==> src/rtl/vhr_pkg.sv <==
package vhr_pkg;

  localparam int LINE_W = 9;
  localparam int NSRC   = 4;
  localparam int NLATCH = 3;

  // register offsets
  localparam int OFS_CTRL = 5;
  localparam int OFS_IEN  = 6;
  localparam int OFS_STAT = 7;
  localparam int OFS_LINE = 8;

  // control bits
  localparam int CB_PORT = 0;
  localparam int CB_BANK = 1;
  localparam int CB_SRST = 7;

  // source order, shared by enable and status registers
  localparam int SRC_VSYNC = 0;
  localparam int SRC_LINE  = 1;
  localparam int SRC_SPR   = 2;
  localparam int SRC_FIFO  = 3;

  // extra bits of the enable register
  localparam int IB_SCAN8 = 6;
  localparam int IB_LINE8 = 7;

  typedef logic [LINE_W-1:0] line_t;
  typedef logic [NSRC-1:0]   src_vec_t;

  typedef struct packed {
    logic we_ctrl;
    logic we_ien;
    logic we_stat;
    logic we_line;
  } wr_dec_t;

  // level below a quarter of depth, computed without division
  function automatic logic fifo_below_quarter(input logic [31:0] level,
                                              input logic [31:0] depth);
    return {level, 2'b00} < {2'b00, depth};
  endfunction

  function automatic logic any_enabled(input src_vec_t flags, input src_vec_t en);
    return |(flags & en);
  endfunction

  function automatic logic line_equal(input line_t a, input line_t b);
    return a == b;
  endfunction

endpackage

==> src/rtl/vhr_decode.sv <==
module vhr_decode #(
  parameter int ADDR_W = 5
) (
  input  logic              wr,
  input  logic [ADDR_W-1:0] addr,
  input  logic              blocked,
  output vhr_pkg::wr_dec_t  dec
);
  localparam logic [ADDR_W-1:0] A_CTRL = ADDR_W'(vhr_pkg::OFS_CTRL);
  localparam logic [ADDR_W-1:0] A_IEN  = ADDR_W'(vhr_pkg::OFS_IEN);
  localparam logic [ADDR_W-1:0] A_STAT = ADDR_W'(vhr_pkg::OFS_STAT);
  localparam logic [ADDR_W-1:0] A_LINE = ADDR_W'(vhr_pkg::OFS_LINE);

  logic go;

  always_comb begin
    go          = wr && !blocked;
    dec.we_ctrl = go && (addr == A_CTRL);
    dec.we_ien  = go && (addr == A_IEN);
    dec.we_stat = go && (addr == A_STAT);
    dec.we_line = go && (addr == A_LINE);
  end
endmodule

==> src/rtl/vhr_cfg_regs.sv <==
module vhr_cfg_regs (
  input  logic              clk,
  input  logic              rst_n,
  input  vhr_pkg::wr_dec_t  dec,
  input  logic [7:0]        wdata,
  output logic              port_sel,
  output logic              bank_sel,
  output vhr_pkg::src_vec_t ien,
  output vhr_pkg::line_t    irq_line,
  output logic              soft_rst
);
  import vhr_pkg::*;

  logic     port_q, bank_q, srst_q;
  src_vec_t ien_q;
  line_t    line_q;

  always_ff @(posedge clk or negedge rst_n) begin
    if (!rst_n) begin
      port_q <= 1'b0;
      bank_q <= 1'b0;
      srst_q <= 1'b0;
      ien_q  <= '0;
      line_q <= '0;
    end else if (srst_q) begin
      port_q <= 1'b0;
      bank_q <= 1'b0;
      srst_q <= 1'b0;
      ien_q  <= '0;
      line_q <= '0;
    end else begin
      if (dec.we_ctrl) begin
        port_q <= wdata[CB_PORT];
        bank_q <= wdata[CB_BANK];
        srst_q <= wdata[CB_SRST];
      end
      if (dec.we_ien) begin
        ien_q            <= wdata[NSRC-1:0];
        line_q[LINE_W-1] <= wdata[IB_LINE8];
      end
      if (dec.we_line) begin
        line_q[LINE_W-2:0] <= wdata;
      end
    end
  end

  assign port_sel = port_q;
  assign bank_sel = bank_q;
  assign ien      = ien_q;
  assign irq_line = line_q;
  assign soft_rst = srst_q;
endmodule

==> src/rtl/vhr_irq_core.sv <==
module vhr_irq_core #(
  parameter int FIFO_DEPTH = 4096,
  parameter int LVL_W      = 13
) (
  input  logic                  clk,
  input  logic                  rst_n,
  input  logic                  clr,
  input  vhr_pkg::line_t        scanline,
  input  vhr_pkg::line_t        irq_line,
  input  logic                  vsync_stb,
  input  logic                  spr_stb,
  input  logic [LVL_W-1:0]      fifo_level,
  input  logic                  we_stat,
  input  logic [vhr_pkg::NLATCH-1:0] clr_bits,
  input  vhr_pkg::src_vec_t     ien,
  output vhr_pkg::src_vec_t     status,
  output logic                  irq,
  output logic                  line_match,
  output logic                  line_rise,
  output logic                  fifo_low
);
  import vhr_pkg::*;

  logic              match_q;
  logic [NLATCH-1:0] set_v;
  logic [NLATCH-1:0] pend;

  assign line_match = line_equal(scanline, irq_line);
  assign line_rise  = line_match && !match_q;
  assign fifo_low   = fifo_below_quarter(32'(fifo_level), 32'(FIFO_DEPTH));

  always_comb begin
    set_v            = '0;
    set_v[SRC_VSYNC] = vsync_stb;
    set_v[SRC_LINE]  = line_rise;
    set_v[SRC_SPR]   = spr_stb;
  end

  always_ff @(posedge clk or negedge rst_n) begin
    if (!rst_n)   match_q <= 1'b0;
    else if (clr) match_q <= 1'b0;
    else          match_q <= line_match;
  end

  for (genvar i = 0; i < NLATCH; i++) begin : g_pend
    always_ff @(posedge clk or negedge rst_n) begin
      if (!rst_n)                        pend[i] <= 1'b0;
      else if (clr)                      pend[i] <= 1'b0;
      else if (set_v[i])                 pend[i] <= 1'b1;
      else if (we_stat && clr_bits[i])   pend[i] <= 1'b0;
    end
  end

  always_comb begin
    status                = '0;
    status[NLATCH-1:0]    = pend;
    status[SRC_FIFO]      = fifo_low;
  end

  assign irq = any_enabled(status, ien);
endmodule

==> src/rtl/vhr_rdmux.sv <==
module vhr_rdmux #(
  parameter int ADDR_W = 5
) (
  input  logic              [ADDR_W-1:0] addr,
  input  logic              port_sel,
  input  logic              bank_sel,
  input  vhr_pkg::src_vec_t ien,
  input  vhr_pkg::src_vec_t status,
  input  vhr_pkg::line_t    scanline,
  output logic [7:0]        rdata
);
  import vhr_pkg::*;

  localparam logic [ADDR_W-1:0] A_CTRL = ADDR_W'(OFS_CTRL);
  localparam logic [ADDR_W-1:0] A_IEN  = ADDR_W'(OFS_IEN);
  localparam logic [ADDR_W-1:0] A_STAT = ADDR_W'(OFS_STAT);
  localparam logic [ADDR_W-1:0] A_LINE = ADDR_W'(OFS_LINE);

  always_comb begin
    rdata = 8'h00;
    if (addr == A_CTRL) begin
      rdata[CB_PORT] = port_sel;
      rdata[CB_BANK] = bank_sel;
    end else if (addr == A_IEN) begin
      rdata[NSRC-1:0] = ien;
      rdata[IB_SCAN8] = scanline[LINE_W-1];
    end else if (addr == A_STAT) begin
      rdata[NSRC-1:0] = status;
    end else if (addr == A_LINE) begin
      rdata = scanline[LINE_W-2:0];
    end
  end
endmodule

==> src/rtl/vid_hostreg_irq.sv <==
module vid_hostreg_irq #(
  parameter  int ADDR_W     = 5,
  parameter  int FIFO_DEPTH = 4096,
  localparam int LVL_W      = $clog2(FIFO_DEPTH + 1)
) (
  input  logic              clk,
  input  logic              rst_n,
  input  logic              bus_wr,
  input  logic [ADDR_W-1:0] bus_addr,
  input  logic [7:0]        bus_wdata,
  output logic [7:0]        bus_rdata,
  input  logic [8:0]        scanline,
  input  logic              vsync_stb,
  input  logic              sprcol_stb,
  input  logic [LVL_W-1:0]  fifo_level,
  output logic              irq,
  output logic              port_sel,
  output logic              bank_sel,
  output logic              soft_rst
);
  import vhr_pkg::*;

  wr_dec_t  dec;
  src_vec_t ien_bits;
  src_vec_t status;
  line_t    irq_line;
  logic     line_match;
  logic     line_rise;
  logic     fifo_low;

  vhr_decode #(.ADDR_W(ADDR_W)) u_dec (
    .wr      (bus_wr),
    .addr    (bus_addr),
    .blocked (soft_rst),
    .dec     (dec)
  );

  vhr_cfg_regs u_cfg (
    .clk      (clk),
    .rst_n    (rst_n),
    .dec      (dec),
    .wdata    (bus_wdata),
    .port_sel (port_sel),
    .bank_sel (bank_sel),
    .ien      (ien_bits),
    .irq_line (irq_line),
    .soft_rst (soft_rst)
  );

  vhr_irq_core #(.FIFO_DEPTH(FIFO_DEPTH), .LVL_W(LVL_W)) u_irq (
    .clk        (clk),
    .rst_n      (rst_n),
    .clr        (soft_rst),
    .scanline   (scanline),
    .irq_line   (irq_line),
    .vsync_stb  (vsync_stb),
    .spr_stb    (sprcol_stb),
    .fifo_level (fifo_level),
    .we_stat    (dec.we_stat),
    .clr_bits   (bus_wdata[NLATCH-1:0]),
    .ien        (ien_bits),
    .status     (status),
    .irq        (irq),
    .line_match (line_match),
    .line_rise  (line_rise),
    .fifo_low   (fifo_low)
  );

  vhr_rdmux #(.ADDR_W(ADDR_W)) u_rd (
    .addr     (bus_addr),
    .port_sel (port_sel),
    .bank_sel (bank_sel),
    .ien      (ien_bits),
    .status   (status),
    .scanline (scanline),
    .rdata    (bus_rdata)
  );
endmodule

==> config.mk <==
export PLATFORM = sky130hd
export DESIGN_NAME = vid_hostreg_irq
export DESIGN_NICKNAME = d
export VERILOG_FILES = /design/src/rtl/vhr_pkg.sv /design/src/rtl/vhr_decode.sv /design/src/rtl/vhr_cfg_regs.sv /design/src/rtl/vhr_irq_core.sv /design/src/rtl/vhr_rdmux.sv /design/src/rtl/vid_hostreg_irq.sv
export SDC_FILE = /design/constraint.sdc
export NUM_CORES = 1
export LEC_CHECK = 0
export ABC_CLOCK_PERIOD_IN_PS = 1500
export CAP_MARGIN = 15
export CORE_ASPECT_RATIO = 1.5
export CORE_MARGIN = 2
export CORE_UTILIZATION = 42
export DETAILED_ROUTE_END_ITERATION = 10
export PLACE_DENSITY = 0.9
export SYNTH_ARGS = -nofsm -noshare
export SYNTH_HDL_FRONTEND = slang
export SYNTH_SLANG_ARGS = --single-unit
==> constraint.sdc <==
create_clock -name clk -period 1.5 [get_ports clk]
set_input_delay 0.15 -clock clk [delete_from_list [all_inputs] [get_ports clk]]
set_output_delay 0.15 -clock clk [all_outputs]
set_load 0.05 [all_outputs]
==> results.txt <==
fin crit period: 1.67 ns
RSZ-0062 raised after global routing: true
average size of a mapped cell: 10.4 µm²
Worst Hold Margin: 0.214 ns
vias: 1,193
Tcrit/Tclk final: 1.11
Worst-path clk slew: 0.08 ns
pwr/cell area: 818 nW/µm²
Worst setup SP type: register
CP Class: reg2out
Slew Limit Headroom: 0.716
f_max: 0.600 GHz
Synth cell types: 29
largest net degree at the start of global routing: 22
initial antenna violation count: 0
Synth-to-Final Area Change: 67.5%
CTS buffer count: 3
H-Tree Depth: 1
GRT Total Usage: 0.272
number of flops mapped to enable cells by yosys: 0
total core area: 2710 µm²
DRC errors left: 0
first-pass GRT wire length: 6.49 mm
Iter 0 DRT Violations: 41
Crit Path Max Fanout: 3
register bit total from synthesis: 20
worst slew pin tran: 0.427 ns
Synth area leaders: dfrtp_1 41%, mux2_4 9.9%, xor2_1 6.5%
Final Hold Fails: 0
synth cell count leaders: 20 x dfrtp_1, 16 x nor2_1, 11 x a21oi_1
worst setup margin: -0.168 ns
FP Rows: 23
Fin Setup TNS: -0.168 ns
height of the chip: 69.9 µm
drt via density: 5.55
path category of the worst min-delay check: in2async
Worst Path Required: 1.35 ns
DP HPWL: 2.74 mm
crit path buf inv count: 1
Overflow after GRT: 0
Async SR Flop Fraction: 1.00
layout cells sized above 1: 0.399
drt pass-1 iters: 5
post-route ant nets: 0
Setup violations, final: 1
dominant cell by count in the synthesized netlist: dfrtp_1
diode count: 0
Gate Count Post-Synth: 117
peak supply drop: 0.000775 V
Pleak: 0.000941 µW
synth warn: 0
max_cap viols: 0
post-synth top area cell: dfrtp_1
failing checks: setup timing
die width: 48.0 µm
Top-Level Pins: 52
post-synth top area share: 0.411
clock root buffer: clkbuf_8
die area: 3350 µm²
CTS tree: done
crit-path cells: a222oi_1 > o21ai_1 > clkbuf_16
gpl congestion: 0.809
port bufs: 41
CP delay by family, top: compound AO/OA/AOI/OAI gates
CP max stage cell: a222oi_1
clk sinks: 20
status: finished, violations left
Clk Latency, worst-skew pair: 0.27 ns
final WL: 4.09 mm
Worst Path Arrival: 1.52 ns
# nets final: 219
synthesized area: 1220 µm²
skew final: 0.00668 ns
Most used DFF post-synth: dfrtp_1
WL/cell: 19.0 µm
vias in the first global route: 1,358
Worst Setup End Kind: output pin
fin. max-slew vios: 0
clk buf depth: 2
slowest stage delay, CP: 0.44 ns
syn nets: 157
Initial Util: 0.450
register area share after synthesis: 0.411
[flip-flops by register name (all words and copies together), names as in the netlist]
register	cells
u_cfg.irq_line	9
u_cfg.ien	4
u_irq.status	3
u_cfg.bank_sel	1
u_cfg.port_sel	1
u_cfg.soft_rst	1
u_irq.match_q	1
[logic make-up after synthesis]
family | share of synthesized area
flops | 0.411
xor+xnor | 0.0648
mux | 0.156
simple gates | 0.252
compound gates | 0.0812
buf+inv | 0.0349
[layout make-up]
type | instances | area (µm²)
Clock buffer | 4 | 45.0
Fill cell | 186 | 666
Inverter | 2 | 7.51
Multi-Input combinational cell | 90 | 772
Sequential cell | 20 | 502
Tap cell | 37 | 46.3
Timing Repair Buffer | 62 | 667
[per-layer routing]
layer	track usage	part of all wire
met1	0.307	0.37
met2	0.453	0.55
met3	0.0465	0.052
met4	0.144	0.030
met5	0	0
[stage by stage]
| stage | utilization | power, µW | area, µm² | worst slack, ns | instances |
|---|---|---|---|---|---|
| after floorplan | - | 984 | 1230 | 0.0961 | 117 |
| after global placement | 0.693 | 1220 | 1880 | -0.257 | 205 |
| after detailed placement | 0.693 | 1250 | 1880 | -0.307 | 205 |
| after CTS | 0.742 | 1630 | 2010 | -0.121 | 213 |
| after global routing | 0.754 | 1730 | 2040 | -0.226 | 215 |
| final | 0.754 | 1670 | 2040 | -0.168 | 215 |
[report_power, final]
group,internal [µW],leakage (µW),switching (µW)
combinational,313,0.000665,283
sequential,624,0.000252,67.9
clock,190,0.0000228,192
[layout by cell type, fill, tap and decap left out, drive strengths merged, types with 2 or more instances in the layout]
cell,synthesis,final
nand4bb,2,2
o21ai,5,5
xor2,9,9
nand3b,3,3
nor4,3,3
clkbuf,2,5
clkdlybuf4s15,0,2
mux2,8,8
nor2b,8,8
and2,3,3
nor2,16,16
inv,2,2
dlygate4sd2,0,3
buf,3,35
a21oi,11,11
nand2,3,3
dfrtp,20,20
and4bb,2,2
clkdlybuf4s50,0,21
nand4,3,3
mux2i,7,7
[path summary, 6_finish.rpt]
kind                                        start           endpoint  slack [ns]  cells after the start
worst max-delay path              u_irq.status[0]                irq       -0.17                      3
worst min-delay path                        rst_n  u_cfg.irq_line[5]        0.21                      2
worst max register to register  u_cfg.irq_line[7]    u_irq.status[1]        0.24                      4
worst min register to register      u_irq.match_q    u_irq.status[1]        0.43                      1
max in group asynchronous                   rst_n     u_cfg.soft_rst        1.05                      2
min in group clk                    u_irq.match_q    u_irq.status[1]        0.43                      1
[what timing repair did]
action	4_1_cts	5_1_grt
endpoints found under the setup margin	17	6
hold endpoints to repair	0	0
pin swaps	10	7
hold buffers	0	0
resized for setup	30	12
gates cloned	0	0
setup buffers	4	2
Note: power is estimated with default switching activity, not from simulation.
